$ cat config.mk
export PLATFORM = sky130hd
export DESIGN_NAME = cwake_ctrl
export DESIGN_NICKNAME = d
export VERILOG_FILES = /design/src/rtl/cwake_pkg.sv /design/src/rtl/cwake_cfg_reg.sv /design/src/rtl/cwake_wake_latch.sv /design/src/rtl/cwake_period_gen.sv /design/src/rtl/cwake_wd_gate.sv /design/src/rtl/cwake_ctrl.sv
export SDC_FILE = /design/constraint.sdc
export NUM_CORES = 1
export LEC_CHECK = 0
export ABC_CLOCK_PERIOD_IN_PS = 3690
export BUFFER_PORTS_ARGS = -buffer_cell sky130_fd_sc_hd__buf_2
export CORE_ASPECT_RATIO = 2
export CORE_MARGIN = 2
export CORE_UTILIZATION = 37
export DETAILED_ROUTE_END_ITERATION = 16
export PLACE_DENSITY = 0.64
export SKIP_CTS_REPAIR_TIMING = 1
export SYNTH_ARGS = -nofsm -noshare
export SYNTH_HDL_FRONTEND = slang
export SYNTH_HIERARCHICAL = 1
export SYNTH_SLANG_ARGS = --single-unit
$ cat constraint.sdc
create_clock -name clk -period 3.69 [get_ports clk]
set_input_delay 0.1845 -clock clk [delete_from_list [all_inputs] [get_ports clk]]
set_output_delay 0.1845 -clock clk [all_outputs]
set_load 0.1 [all_outputs]
$ cat src/rtl/cwake_pkg.sv
package cwake_pkg;
   localparam int MODE_W = 3;
   typedef logic [MODE_W-1:0] mode_t;
   localparam mode_t MODE_ACTIVE = 3'b000;
   localparam mode_t MODE_STOP   = 3'b111;

   typedef struct packed {
      mode_t mode;
      logic  wd_on;
   } cfg_t;
endpackage

$ cat src/rtl/cwake_cfg_reg.sv
module cwake_cfg_reg
   import cwake_pkg::*;
#(
   parameter int PER_W = 2
) (
   input  logic             clk,
   input  logic             rst_n,
   input  logic             cmd_valid_i,
   input  mode_t            cmd_mode_i,
   input  logic [PER_W-1:0] cmd_period_i,
   input  logic             cmd_wd_on_i,
   output cfg_t             cfg_o,
   output logic [PER_W-1:0] period_o,
   output logic             in_stop_o,
   output logic             long_win_o
);
   cfg_t             cfg_q;
   logic [PER_W-1:0] per_q;
   logic             lw_q;

   always_ff @(posedge clk or negedge rst_n) begin
      if (!rst_n) begin
         cfg_q <= '{mode: MODE_ACTIVE, wd_on: 1'b0};
         per_q <= '0;
         lw_q  <= 1'b0;
      end else begin
         lw_q <= cmd_valid_i && (cmd_mode_i != cfg_q.mode);
         if (cmd_valid_i) begin
            cfg_q.mode  <= cmd_mode_i;
            cfg_q.wd_on <= cmd_wd_on_i;
            per_q       <= cmd_period_i;
         end
      end
   end

   assign cfg_o      = cfg_q;
   assign period_o   = per_q;
   assign in_stop_o  = (cfg_q.mode == MODE_STOP);
   assign long_win_o = lw_q;
endmodule

$ cat src/rtl/cwake_wake_latch.sv
module cwake_wake_latch #(
   parameter int NSRC = 5
) (
   input  logic            clk,
   input  logic            rst_n,
   input  logic            in_stop_i,
   input  logic            cmd_valid_i,
   input  logic [NSRC-1:0] req_i,
   output logic            held_o,
   output logic [NSRC-1:0] src_o
);
   logic            any_req;
   logic            held_q;
   logic [NSRC-1:0] src_q;

   assign any_req = in_stop_i && (|req_i);

   always_ff @(posedge clk or negedge rst_n) begin
      if (!rst_n)            held_q <= 1'b0;
      else if (any_req)      held_q <= 1'b1;
      else if (cmd_valid_i)  held_q <= 1'b0;
   end

   for (genvar i = 0; i < NSRC; i++) begin : g_src
      always_ff @(posedge clk or negedge rst_n) begin
         if (!rst_n)                          src_q[i] <= 1'b0;
         else if (in_stop_i && req_i[i])      src_q[i] <= 1'b1;
         else if (cmd_valid_i)                src_q[i] <= 1'b0;
      end
   end

   assign held_o = held_q;
   assign src_o  = src_q;
endmodule

$ cat src/rtl/cwake_period_gen.sv
module cwake_period_gen #(
   parameter int PER_W       = 2,
   parameter int BASE_SHIFT  = 2,
   parameter int PULSE_TICKS = 2
) (
   input  logic             clk,
   input  logic             rst_n,
   input  logic             run_i,
   input  logic             tick_i,
   input  logic [PER_W-1:0] period_i,
   output logic             strobe_o
);
   localparam int CNT_W = BASE_SHIFT + (1 << PER_W) - 1;
   localparam int PLS_W = $clog2(PULSE_TICKS + 1);
   localparam logic [PLS_W-1:0] PLS_LOAD = PLS_W'(PULSE_TICKS);

   logic [CNT_W-1:0] cnt_q;
   logic [CNT_W-1:0] last_cnt;
   logic [PLS_W-1:0] pls_q;
   logic             wrap;

   assign last_cnt = CNT_W'((1 << (BASE_SHIFT + int'(period_i))) - 1);
   assign wrap     = run_i && tick_i && (cnt_q >= last_cnt);

   always_ff @(posedge clk or negedge rst_n) begin
      if (!rst_n)       cnt_q <= '0;
      else if (!run_i)  cnt_q <= '0;
      else if (wrap)    cnt_q <= '0;
      else if (tick_i)  cnt_q <= cnt_q + 1'b1;
   end

   always_ff @(posedge clk or negedge rst_n) begin
      if (!rst_n)                     pls_q <= '0;
      else if (!run_i)                pls_q <= '0;
      else if (wrap)                  pls_q <= PLS_LOAD;
      else if (tick_i && pls_q != 0)  pls_q <= pls_q - 1'b1;
   end

   assign strobe_o = (pls_q != 0);
endmodule

$ cat src/rtl/cwake_wd_gate.sv
module cwake_wd_gate (
   input  logic clk,
   input  logic rst_n,
   input  logic in_stop_i,
   input  logic wd_on_i,
   input  logic load_hi_i,
   output logic wd_en_o
);
   logic en_q;

   always_ff @(posedge clk or negedge rst_n) begin
      if (!rst_n) en_q <= 1'b1;
      else        en_q <= !in_stop_i || wd_on_i || load_hi_i;
   end

   assign wd_en_o = en_q;
endmodule

$ cat src/rtl/cwake_ctrl.sv
module cwake_ctrl
   import cwake_pkg::*;
#(
   parameter int NMON        = 4,
   parameter int PER_W       = 2,
   parameter int BASE_SHIFT  = 2,
   parameter int PULSE_TICKS = 2
) (
   input  logic             clk,
   input  logic             rst_n,
   input  logic             tick_i,
   input  logic             cmd_valid_i,
   input  logic [2:0]       cmd_mode_i,
   input  logic [PER_W-1:0] cmd_period_i,
   input  logic             cmd_wd_on_i,
   input  logic             bus_wake_i,
   input  logic [NMON-1:0]  mon_wake_i,
   input  logic             load_hi_i,
   output logic             int_n_o,
   output logic             rxd_wake_n_o,
   output logic [NMON:0]    wake_src_o,
   output logic             xcvr_en_o,
   output logic             wd_en_o,
   output logic             wd_long_win_o
);
   localparam int NSRC = NMON + 1;

   if (NMON < 1 || NMON > 16) begin : g_bad_nmon
      $error("cwake_ctrl: NMON must lie in 1..16");
   end
   if (PULSE_TICKS < 1 || PULSE_TICKS >= (1 << BASE_SHIFT)) begin : g_bad_pulse
      $error("cwake_ctrl: PULSE_TICKS must be shorter than the minimum period");
   end
   if (PER_W < 1 || PER_W > 3) begin : g_bad_per
      $error("cwake_ctrl: PER_W must lie in 1..3");
   end

   cfg_t             cfg;
   logic [PER_W-1:0] period;
   logic             in_stop;
   logic             held;
   logic             strobe;
   logic [NSRC-1:0]  src;

   cwake_cfg_reg #(.PER_W(PER_W)) u_cfg (
      .clk          (clk),
      .rst_n        (rst_n),
      .cmd_valid_i  (cmd_valid_i),
      .cmd_mode_i   (cmd_mode_i),
      .cmd_period_i (cmd_period_i),
      .cmd_wd_on_i  (cmd_wd_on_i),
      .cfg_o        (cfg),
      .period_o     (period),
      .in_stop_o    (in_stop),
      .long_win_o   (wd_long_win_o)
   );

   cwake_wake_latch #(.NSRC(NSRC)) u_wake (
      .clk         (clk),
      .rst_n       (rst_n),
      .in_stop_i   (in_stop),
      .cmd_valid_i (cmd_valid_i),
      .req_i       ({mon_wake_i, bus_wake_i}),
      .held_o      (held),
      .src_o       (src)
   );

   cwake_period_gen #(
      .PER_W       (PER_W),
      .BASE_SHIFT  (BASE_SHIFT),
      .PULSE_TICKS (PULSE_TICKS)
   ) u_per (
      .clk      (clk),
      .rst_n    (rst_n),
      .run_i    (in_stop && !held),
      .tick_i   (tick_i),
      .period_i (period),
      .strobe_o (strobe)
   );

   cwake_wd_gate u_wd (
      .clk       (clk),
      .rst_n     (rst_n),
      .in_stop_i (in_stop),
      .wd_on_i   (cfg.wd_on),
      .load_hi_i (load_hi_i),
      .wd_en_o   (wd_en_o)
   );

   assign int_n_o      = !(held || strobe);
   assign rxd_wake_n_o = !(held && src[0]);
   assign wake_src_o   = src;
   assign xcvr_en_o    = !in_stop;
endmodule

==> flow_summary.toml, run 1 <==
[cells_and_area]
final_layout_size_suffix_gt1_frac = 0.284
fillCellCount = 277
n_antenna_cell = 0
layout.cells.non_filler = 163
nets = 158
syn2layout_area_growth_pct = 17.9

[critical_path]
reg2reg_to = "u_per/cnt_q[2]$_DFFE_PN0P_"
cp_slowest_cell = "nor2b_1"
critical_path_required_ps = 3880
crit_path_start_kind = "flip-flop"
rr_startpoint = "u_cfg/cfg_o[3]$_DFFE_PN0P_"
arrival_ps = 2010
worstSetupEndpointType = "flip-flop"
crit_type = "reg -> reg"
reg2reg_slack_ps = 1870
cp_max_fo = 9
crit_chain = "and3_1 > nor2b_1 > nor2b_1 > a32o_1"
worst_path_largest_cell_delay_ps = 410
reg2reg_depth = 4
crit_top_cell = "nor2b_1"

[detailed_routing]
viasPerCell = 5.41
ant_nets = 0
finalWirelength_um = 2290
drtIter0Drc = 15
route.detailed.drc = 0
vias = 882
dr.pass1.iters = 4
wl_per_cell_um = 14.0

[synthesis]
ys_top_cells_by_count = "20 x dfrtp_1, 12 x inv_1, 11 x nand2_1, 11 x o21ai_0, 7 x ha_1"
synth-seq-cells = 21
synth.area.top_cells = "dfrtp_1 46%, ha_1 8.0%, mux2_2 6.2%, o21ai_0 5.0%, inv_1 4.1%"
postSynthCellCount = 106
post_synth.cell_area_avg_um2 = 10.3
async_reset_ff_frac = 1.00
synth-compound-area-share = 0.149
synthAdderAreaFrac = 0.0803
synth_top_cell_by_area = "dfrtp_1"
synth_top_family_by_area = "compound AO/OA/AOI/OAI gates"
syn-num-nets = 129
ys_warn_count = 6
synth_mux_area_frac = 0.0619
synthDistinctLibCells = 29
synth_edf_count = 0
synth.most_common_cell = "dfrtp_1"
synth_ff_type = "dfrtp_1"
netlist_area_mm2 = 0.00109
synth_xor_area_frac = 0.0241
synth_top_area_frac = 0.459
yosys.area_share.simple = 0.136
yosysSeqAreaShare = 0.483

[power_and_ir_drop]
vdd_ir_drop_max_mv = 0.256
power_density_mw_per_mm2 = 411
power_leakage_nw = 0.649

[global_route]
grt_pass1_wl_um = 3880
grt_use_total = 0.150
gr-total-overflow = 0
grt_max_degree = 22
grt_pass1_vias = 911
grt_antenna_before_repair = 0

[floorplanning]
row_count = 27
start_util = 0.394
die_y_um = 80.8
ios = 26
core_area_mm2 = 0.00277
die_x_um = 42.4
die-area_mm2 = 0.00343

[min_path]
min_from = "load_hi_i"
holdPathEnd = "u_wd/wd_en_o$_DFF_PN1_"
min_path_cells = 2
hold_class = "in -> reg"

[place]
pre_cts_ws_ps = 1880
place_congestion = 0.748
port_buffers = 25
place_hpwl_um = 1840
dp.cells = 158

[sta]
fin_crit_ps = 1820
fin_ws_ps = 1870
setup-violations-final = 0
holdWs_ps = 120
fmax_ghz = 0.551
clock_skew_ps = 2.94
rsz0062_at_grt = "false"
tns_ps = 0
hold_viol = 0
drv_slew = 0
finalCritPeriodShare = 0.492

[clock_tree]
cts_inserted_buffers = 3
clock_tree.root_cell = "clkbuf_8"
clk_pin_slew_ps = 70
clock_tree.buffer_depth = 2
ctsHtreeMaxLevel = 1
clk_latency_ps = 260
cts_tree = "built"
clock-sinks = 21

[run]
max_cap_violations = 0

[run_status]
status = "finished, final reports clean"
state kept, by name, summed over array words and instances (netlist names):
signal            cells
u_per/cnt_q           5
u_per/pls_q           2
u_cfg/cfg_o           4
u_wd/wd_en_o          1
u_wake/src_o          5
u_wake/held_o         1
u_cfg/period_o        2
u_cfg/long_win_o      1
routing by layer:
metal  track usage  share of wire  up-vias
met2         0.291           0.58       28
met3        0.0200          0.034        4
met1         0.144           0.36      431
met5             0              0        -
met4        0.0875          0.019        0
li1              -              -      419
layout by cell type, fill, tap and decap left out, types with 2 or more instances in the layout:
cell type | Yosys | layout
and3_1 | 4 | 4
nand3_1 | 5 | 5
clkbuf_8 | 0 | 3
mux2_2 | 6 | 6
nor2_1 | 3 | 3
a32o_1 | 3 | 3
inv_1 | 12 | 12
ha_1 | 7 | 7
nand2_1 | 11 | 11
dfrtp_1 | 20 | 20
o21ai_0 | 11 | 11
xor2_1 | 3 | 3
nor2b_1 | 2 | 2
o21ai_1 | 2 | 2
buf_2 | 0 | 25
through the flow:
step | util | cell area (µm²) | total power, mW
finish | 0.464 | 1290 | 0.529
global route | 0.464 | 1290 | 0.553
CTS | 0.461 | 1280 | 0.534
detailed placement | 0.444 | 1230 | 0.386
global placement | 0.444 | 1230 | 0.382
floorplan | - | 1090 | 0.353
final cells by class:
type	count	area (µm²)	share of cell area
sequential	21	527	0.410
multi-input combinational	71	497	0.386
timing repair buffer	26	135	0.105
inverter	12	45.0	0.0350
clock buffer	3	41.3	0.0321
tap	29	36.3	0.0282
clock inverter	1	5.00	0.00389
power by group:
group	total, mW	internal, mW	switching (mW)
registers	0.256	0.245	0.0109
logic	0.125	0.0294	0.0953
clock network	0.148	0.0752	0.0731
total	0.529	0.350	0.179
how the worst max path moves through the flow:
stage / slack (ps) / cells after the start / from / to
2_1_floorplan: 1620 / 4 / u_per/pls_q[0]$_DFFE_PN0P_ / int_n_o
3_3_place_gp: 1980 / 6 / u_cfg/period_o[1]$_DFFE_PN0P_ / u_per/cnt_q[2]$_DFFE_PN0P_
3_5_place_dp: 1880 / 4 / u_cfg/cfg_o[2]$_DFFE_PN0P_ / u_per/cnt_q[0]$_DFFE_PN0P_
4_1_cts: 1870 / 4 / u_cfg/cfg_o[2]$_DFFE_PN0P_ / u_per/cnt_q[0]$_DFFE_PN0P_
5_1_grt: 1690 / 4 / u_cfg/cfg_o[2]$_DFFE_PN0P_ / u_per/cnt_q[0]$_DFFE_PN0P_
6_report: 1870 / 4 / u_cfg/cfg_o[3]$_DFFE_PN0P_ / u_per/cnt_q[2]$_DFFE_PN0P_
cell families (layout without fill, tap and decap cells):
logic type | after synthesis | in the layout
mux | 6 | 6
compound gates | 24 | 24
xor+xnor | 3 | 3
buf+inv | 14 | 42
simple gates | 30 | 30
fa+ha+maj | 7 | 7
other cells | 1 | 1
flops | 21 | 21
critical path: cells and delay by family (launching register included):
kind | cells | cell delay, ps
compound gates | 1 | 210
flops | 1 | 380
simple gates | 3 | 1160
Power figures use the tool's default switching activity.
==> run 2: changes to the inputs <==
--- a/config.mk
+++ b/config.mk
@@ -5,13 +5,14 @@
 export SDC_FILE = /design/constraint.sdc
 export NUM_CORES = 1
 export LEC_CHECK = 0
-export ABC_CLOCK_PERIOD_IN_PS = 3690
+export ABC_AREA = 1
+export ABC_CLOCK_PERIOD_IN_PS = 1500
 export BUFFER_PORTS_ARGS = -buffer_cell sky130_fd_sc_hd__buf_2
 export CORE_ASPECT_RATIO = 2
 export CORE_MARGIN = 2
 export CORE_UTILIZATION = 37
 export DETAILED_ROUTE_END_ITERATION = 16
-export PLACE_DENSITY = 0.64
+export PLACE_DENSITY = 0.65
 export SKIP_CTS_REPAIR_TIMING = 1
 export SYNTH_ARGS = -nofsm -noshare
 export SYNTH_HDL_FRONTEND = slang
==> constraint.sdc (replaced) <==
create_clock -name clk -period 1.5 [get_ports clk]
set_input_delay 0.075 -clock clk [delete_from_list [all_inputs] [get_ports clk]]
set_output_delay 0.075 -clock clk [all_outputs]
set_load 0.1 [all_outputs]
==> run 2 against run 1 <==
  * Worst setup slack got worse by 1800 ps
  * Flip-flop and latch count unchanged
  * Count of clock-buffer cells in the layout unchanged
  * Synthesized cell count increased by 41%
  * Sequential power increased to 2.5 times the previous value
  * Register-to-register slack got worse by 1800 ps
  * Routed wire length increased by 3.6%
  * Synthesized area increased by 5.0%
  * First-iteration DRC count decreased by 20%
  * Global-route usage decreased by 0.58 points
  * Largest power group unchanged
==> flow_summary.toml, run 2 <==
[sta]
clock_skew_ps = 1.67
hold_viol = 0
fin_crit_ps = 1450
fin_ws_ps = 45.2
drv_slew = 0
fmax_ghz = 0.687
finalCritPeriodShare = 0.970
setup-violations-final = 0
rsz0062_at_grt = "true"

[synthesis]
yosysSeqAreaShare = 0.460
synth_top_cell_by_area = "dfrtp_1"
synth.area.top_cells = "dfrtp_1 44%, nand2_1 14%, inv_1 8.5%, ha_1 7.6%, nor2_1 5.9%"
synthDistinctLibCells = 19
synth_xor_area_frac = 0.0306
netlist_area_mm2 = 0.00115
synth-seq-cells = 21
async_reset_ff_frac = 1.00
yosys.area_share.simple = 0.272
post_synth.cell_area_avg_um2 = 7.69
synth.most_common_cell = "nand2_1"
syn-num-nets = 172
ys_top_cells_by_count = "44 x nand2_1, 26 x inv_1, 20 x dfrtp_1"
synth_top_family_by_area = "simple AND/OR/NAND/NOR gates"
synth_mux_area_frac = 0
synth_ff_type = "dfrtp_1"
synth_top_area_frac = 0.437
postSynthCellCount = 149
synth-compound-area-share = 0.0600
ys_warn_count = 6
synthAdderAreaFrac = 0.0764
synth_edf_count = 0

[critical_path]
cp-startpoint = "u_per/cnt_q[2]$_DFFE_PN0P_"
reg2reg_slack_ps = 50
crit_type = "reg -> reg"
crit_path_start_kind = "flip-flop"
critical_path.endpoint = "u_per/cnt_q[4]$_DFFE_PN0P_"
rr_startpoint = "u_per/cnt_q[2]$_DFFE_PN0P_"
reg2reg_to = "u_per/cnt_q[4]$_DFFE_PN0P_"
arrival_ps = 1650
cp_max_fo = 4
reg2reg_depth = 8
worstSetupEndpointType = "flip-flop"
critical_path_required_ps = 1690

[floorplanning]
core_area_mm2 = 0.00294
ios = 26
start_util = 0.389
row_count = 28
die_y_um = 82.7
die_x_um = 43.4
die-area_mm2 = 0.00359

[run]
max_cap_violations = 0

[detailed_routing]
route.detailed.drc = 0
ant_nets = 0
drtIter0Drc = 12
vias = 978
wl_per_cell_um = 11.2
finalWirelength_um = 2370
viasPerCell = 4.64
dr.pass1.iters = 4

[power_and_ir_drop]
vdd_ir_drop_max_mv = 0.669
p_clk_frac = 0.268
power_mw = 1.34
swShare = 0.338
power_frac_comb = 0.251
power_leakage_nw = 0.777
switching_power_mw = 0.454
sequentialPowerShare = 0.482
p_int_mw = 0.888
power_density_mw_per_mm2 = 907

[cells_and_area]
nets = 205
mostFrequentLayoutCell = "nand2_1"
final_cell_mix = "40 x nand2_1, 24 x buf_2, 22 x inv_1"
syn2layout_area_growth_pct = 29.0
layout.cells.non_filler = 211
final_layout_size_suffix_gt1_frac = 0.354
n_antenna_cell = 0

[place]
port_buffers = 25
place_congestion = 0.810
dp.cells = 204
pre_cts_ws_ps = 56.8
place_hpwl_um = 1890

[clock_tree]
clk_latency_ps = 250
clock_tree.buffer_depth = 2
clock_tree.root_cell = "clkbuf_8"
ctsHtreeMaxLevel = 1
clk_pin_slew_ps = 70
clock-sinks = 21
cts_inserted_buffers = 3
cts_tree = "built"

[global_route]
gr-total-overflow = 0
grt_max_degree = 22
grt_use_total = 0.144
grt_pass1_vias = 1024
grt_pass1_wl_um = 3980
grt_antenna_before_repair = 0

[min_path]
hold_class = "in -> reg"

[run_status]
status = "finished, final reports clean"
-- run 2: logic make-up (layout without fill, tap and decap cells) --
| family | after synthesis | count (layout) |
|---|---|---|
| adders and majority gates | 7 | 7 |
| and+or+nand+nor | 75 | 75 |
| xor gates and xnor gates | 4 | 4 |
| other | 1 | 1 |
| buffers and inverters | 29 | 61 |
| DFF | 21 | 21 |
| AOI/OAI and AO/OA | 12 | 12 |
-- run 2: worst min-delay path by stage --
stage | from | endpoint | cells after the start
6_report | cmd_wd_on_i | u_cfg/cfg_o[0]$_DFFE_PN0P_ | 3
4_1_cts | rst_n | u_per/cnt_q[0]$_DFFE_PN0P_ | 1
2_1_floorplan | rst_n | u_cfg/cfg_o[0]$_DFFE_PN0P_ | 0
5_1_grt | load_hi_i | u_wd/wd_en_o$_DFF_PN1_ | 3
3_5_place_dp | rst_n | u_per/cnt_q[0]$_DFFE_PN0P_ | 1
3_3_place_gp | rst_n | u_per/cnt_q[1]$_DFFE_PN0P_ | 1
-- run 2: per-layer routing --
metal	up-vias	global-route usage	routed length, µm
met5	-	0	0
met4	0	0.0606	0
met3	0	0.0196	68
met2	17	0.284	1440
met1	452	0.144	861
li1	509	-	-
-- run 2: area by class of cell --
type / count / area [µm²]
Sequential cell: 21 / 529
Inverter: 28 / 113
Timing Repair Buffer: 29 / 173
Clock inverter: 1 / 5.00
Multi-Input combinational cell: 99 / 581
Fill cell: 300 / 1460
Tap cell: 30 / 37.5
Clock buffer: 3 / 41.3
-- run 2: worst max-delay path, cell delays in order, from the launching register on --
cell and delay (ps):
dfrtp_2 460, ha_1 330, nand2_1 100, nor2_2 40, nor2_2 130, nand2_1 70, nand2_2 70, nand2_2 80
nor2_2 110
-- run 2: power by group through the flow --
stage / clock [mW] / combinational, mW / sequential (mW)
after floorplan: 0 / 0.151 / 0.724
after global placement: 0 / 0.305 / 0.655
after detailed placement: 0 / 0.313 / 0.658
after CTS: 0.377 / 0.313 / 0.646
after global routing: 0.406 / 0.370 / 0.651
final: 0.359 / 0.337 / 0.646
-- run 2: through the flow --
step	utilization	TNS, ps	hold slack [ps]	cell area [µm²]
detailed placement	0.459	0	58.4	1350
floorplan	-	-79.3	-221	1170
finish	0.503	0	18.5	1480
CTS	0.475	0	-222	1400
global placement	0.459	0	53.3	1350
global route	0.503	-183	34.7	1480
==> run 3: changes to the inputs <==
--- a/config.mk
+++ b/config.mk
@@ -8,13 +8,13 @@
 export ABC_AREA = 1
 export ABC_CLOCK_PERIOD_IN_PS = 1500
 export BUFFER_PORTS_ARGS = -buffer_cell sky130_fd_sc_hd__buf_2
+export CAP_MARGIN = 0
 export CORE_ASPECT_RATIO = 2
 export CORE_MARGIN = 2
 export CORE_UTILIZATION = 37
 export DETAILED_ROUTE_END_ITERATION = 16
-export PLACE_DENSITY = 0.65
+export PLACE_DENSITY = 0.66
 export SKIP_CTS_REPAIR_TIMING = 1
 export SYNTH_ARGS = -nofsm -noshare
 export SYNTH_HDL_FRONTEND = slang
-export SYNTH_HIERARCHICAL = 1
 export SYNTH_SLANG_ARGS = --single-unit
==> run 3 against run 2 <==
  * Critical path depth decreased by 6
  * First-iteration DRC count increased by 58%
  * Via count decreased by 7.3%
  * Clock power increased by 3%
  * Sequential power decreased by 3.4%
  * Design area decreased by 8.8%
  * Sequential share of layout area increased by 3.4 points
  * Non-clock buffer count decreased by 3
  * Flip-flop and latch count unchanged
  * Critical endpoint is now xcvr_en_o
  * Largest cell class unchanged
==> flow_summary.toml, run 3 <==
[sta]
finalCritPeriodShare = 0.934
rsz0062_at_grt = "true"
clock_skew_ps = 5.83
tns_ps = 0
fin_ws_ps = 99.6
drv_slew = 0
setup-violations-final = 0
hold_viol = 0
fmax_ghz = 0.714
holdWs_ps = 5.11
fin_crit_ps = 1400

[synthesis]
ys_warn_count = 0
post_synth.cell_area_avg_um2 = 8.60
yosysSeqAreaShare = 0.482
postSynthCellCount = 127
syn-num-nets = 150
synth.area.top_cells = "dfrtp_1 46%, nand2_1 14%, ha_1 8.0%, inv_1 4.5%, nand3_1 4.1%"
synthDistinctLibCells = 23
synth_top_area_frac = 0.458
synth_edf_count = 0
synth_top_cell_by_area = "dfrtp_1"
synth.most_common_cell = "nand2_1"
ys_top_cells_by_count = "41 x nand2_1, 20 x dfrtp_1, 13 x inv_1"
async_reset_ff_frac = 1.00
synth_ff_type = "dfrtp_1"
netlist_area_mm2 = 0.00109
synth-seq-cells = 21

[cells_and_area]
mostFrequentLayoutCell = "nand2_1"
final_area_mm2 = 0.00135
final_util = 0.487
syn2layout_area_growth_pct = 23.5
n_antenna_cell = 0
nets = 179
final_cell_mix = "37 x nand2_1, 24 x buf_2, 19 x dfrtp_1"
final_layout_size_suffix_gt1_frac = 0.277

[place]
pre_cts_ws_ps = 18.6
place_congestion = 0.777
dpl_cell_area_mm2 = 0.00127
port_buffers = 25
place_hpwl_um = 1760

[critical_path]
cp_max_fo = 6
critical_path_required_ps = 1420
crit_type = "reg -> out"
reg2reg_to = "u_per.cnt_q[3]$_DFFE_PN0P_"
reg2reg_depth = 9
rr_startpoint = "u_cfg.period_o[0]$_DFFE_PN0P_"
arrival_ps = 1330
crit_path_start_kind = "flip-flop"
worstSetupEndpointType = "output port"
reg2reg_slack_ps = 130

[floorplanning]
die_x_um = 42.4
row_count = 27
core_area_mm2 = 0.00277
start_util = 0.394
ios = 26
die_y_um = 80.8
die-area_mm2 = 0.00343

[min_path]
holdPathEnd = "u_wd.wd_en_o$_DFF_PN1_"
hold_class = "in -> reg"
min_from = "load_hi_i"
min_path_cells = 3

[global_route]
grt_pass1_wl_um = 3840
grt_max_degree = 22
gr-total-overflow = 0
grt_pass1_vias = 918
grt_antenna_before_repair = 0
grt_use_total = 0.146

[power_and_ir_drop]
power_density_mw_per_mm2 = 932
vdd_ir_drop_max_mv = 0.629
power_leakage_nw = 0.709

[clock_tree]
clock-sinks = 21
clk_latency_ps = 260
clock_tree.root_cell = "clkbuf_8"
ctsHtreeMaxLevel = 1
cts_tree = "built"
cts_inserted_buffers = 3
clk_pin_slew_ps = 80
clock_tree.buffer_depth = 2

[detailed_routing]
finalWirelength_um = 2190
wl_per_cell_um = 11.9
viasPerCell = 4.93
ant_nets = 0
dr.pass1.iters = 2
route.detailed.drc = 0
drtIter0Drc = 19
vias = 907

[run]
max_cap_violations = 0

[run_status]
status = "finished, final reports clean"
[run 3: changes by cell type after synthesis, sizes merged, moves of 2 or more]
cell	before	now
inv	28	13
nor2	22	9
nand2	47	42
nand3	5	9
xnor2	0	4
nand4	0	2
o21ai	9	11
xor2	4	2
[run 3: final cells by class]
| cell class | count | area [µm²] |
|---|---|---|
| Clock buffer | 4 | 45.0 |
| Fill cell | 280 | 1420 |
| Inverter | 13 | 48.8 |
| Multi-Input combinational cell | 91 | 541 |
| Sequential cell | 21 | 528 |
| Tap cell | 29 | 36.3 |
| Timing Repair Buffer | 26 | 150 |
[run 3: through the flow]
stage	instances	total power, mW
after CTS	183	1.27
final	184	1.26
after global routing	184	1.32
after global placement	179	0.892
after floorplan	127	0.816
after detailed placement	179	0.896
[run 3: worst max path at each step]
stage                                  startpoint                          to  slack (ps)  cells past startpoint
CTS                 u_cfg.period_o[1]$_DFFE_PN0P_  u_per.cnt_q[2]$_DFFE_PN0P_          -5                      9
global placement    u_cfg.period_o[0]$_DFFE_PN0P_  u_per.cnt_q[0]$_DFFE_PN0P_          90                      9
floorplan              u_per.pls_q[0]$_DFFE_PN0P_                     int_n_o          20                      4
finish                 u_cfg.cfg_o[2]$_DFFE_PN0P_                   xcvr_en_o         100                      2
detailed placement  u_cfg.period_o[1]$_DFFE_PN0P_  u_per.cnt_q[2]$_DFFE_PN0P_          20                      9
global route        u_cfg.period_o[1]$_DFFE_PN0P_  u_per.cnt_q[0]$_DFFE_PN0P_         -20                      9
[run 3: critical path, cell delays in order, from the launching register on]
cell     delay (ps)
dfrtp_1         460
nand3_2         160
buf_2           440
[run 3: metal layers]
layer	wire (µm)	global-route usage	vias to the layer above
met5	0	0	-
li1	-	-	458
met4	23	0.0750	0
met2	1270	0.269	20
met3	63	0.0244	2
met1	837	0.154	427
[run 3: cell families (layout without fill, tap and decap cells)]
family | after synthesis | after routing | share of synthesized area
buffers and inverters | 15 | 43 | 0.0538
other | 1 | 1 | 0.00343
AOI/OAI and AO/OA | 15 | 15 | 0.0790
DFF | 21 | 21 | 0.482
adders and majority gates | 7 | 7 | 0.0802
xor gates and xnor gates | 6 | 6 | 0.0481
and+or+nand+nor | 62 | 62 | 0.253
[run 3: power breakdown]
group | internal, mW | switching (mW) | total (mW)
Combinational | 0.0734 | 0.191 | 0.264
Sequential | 0.595 | 0.0292 | 0.624
Clock | 0.189 | 0.179 | 0.368
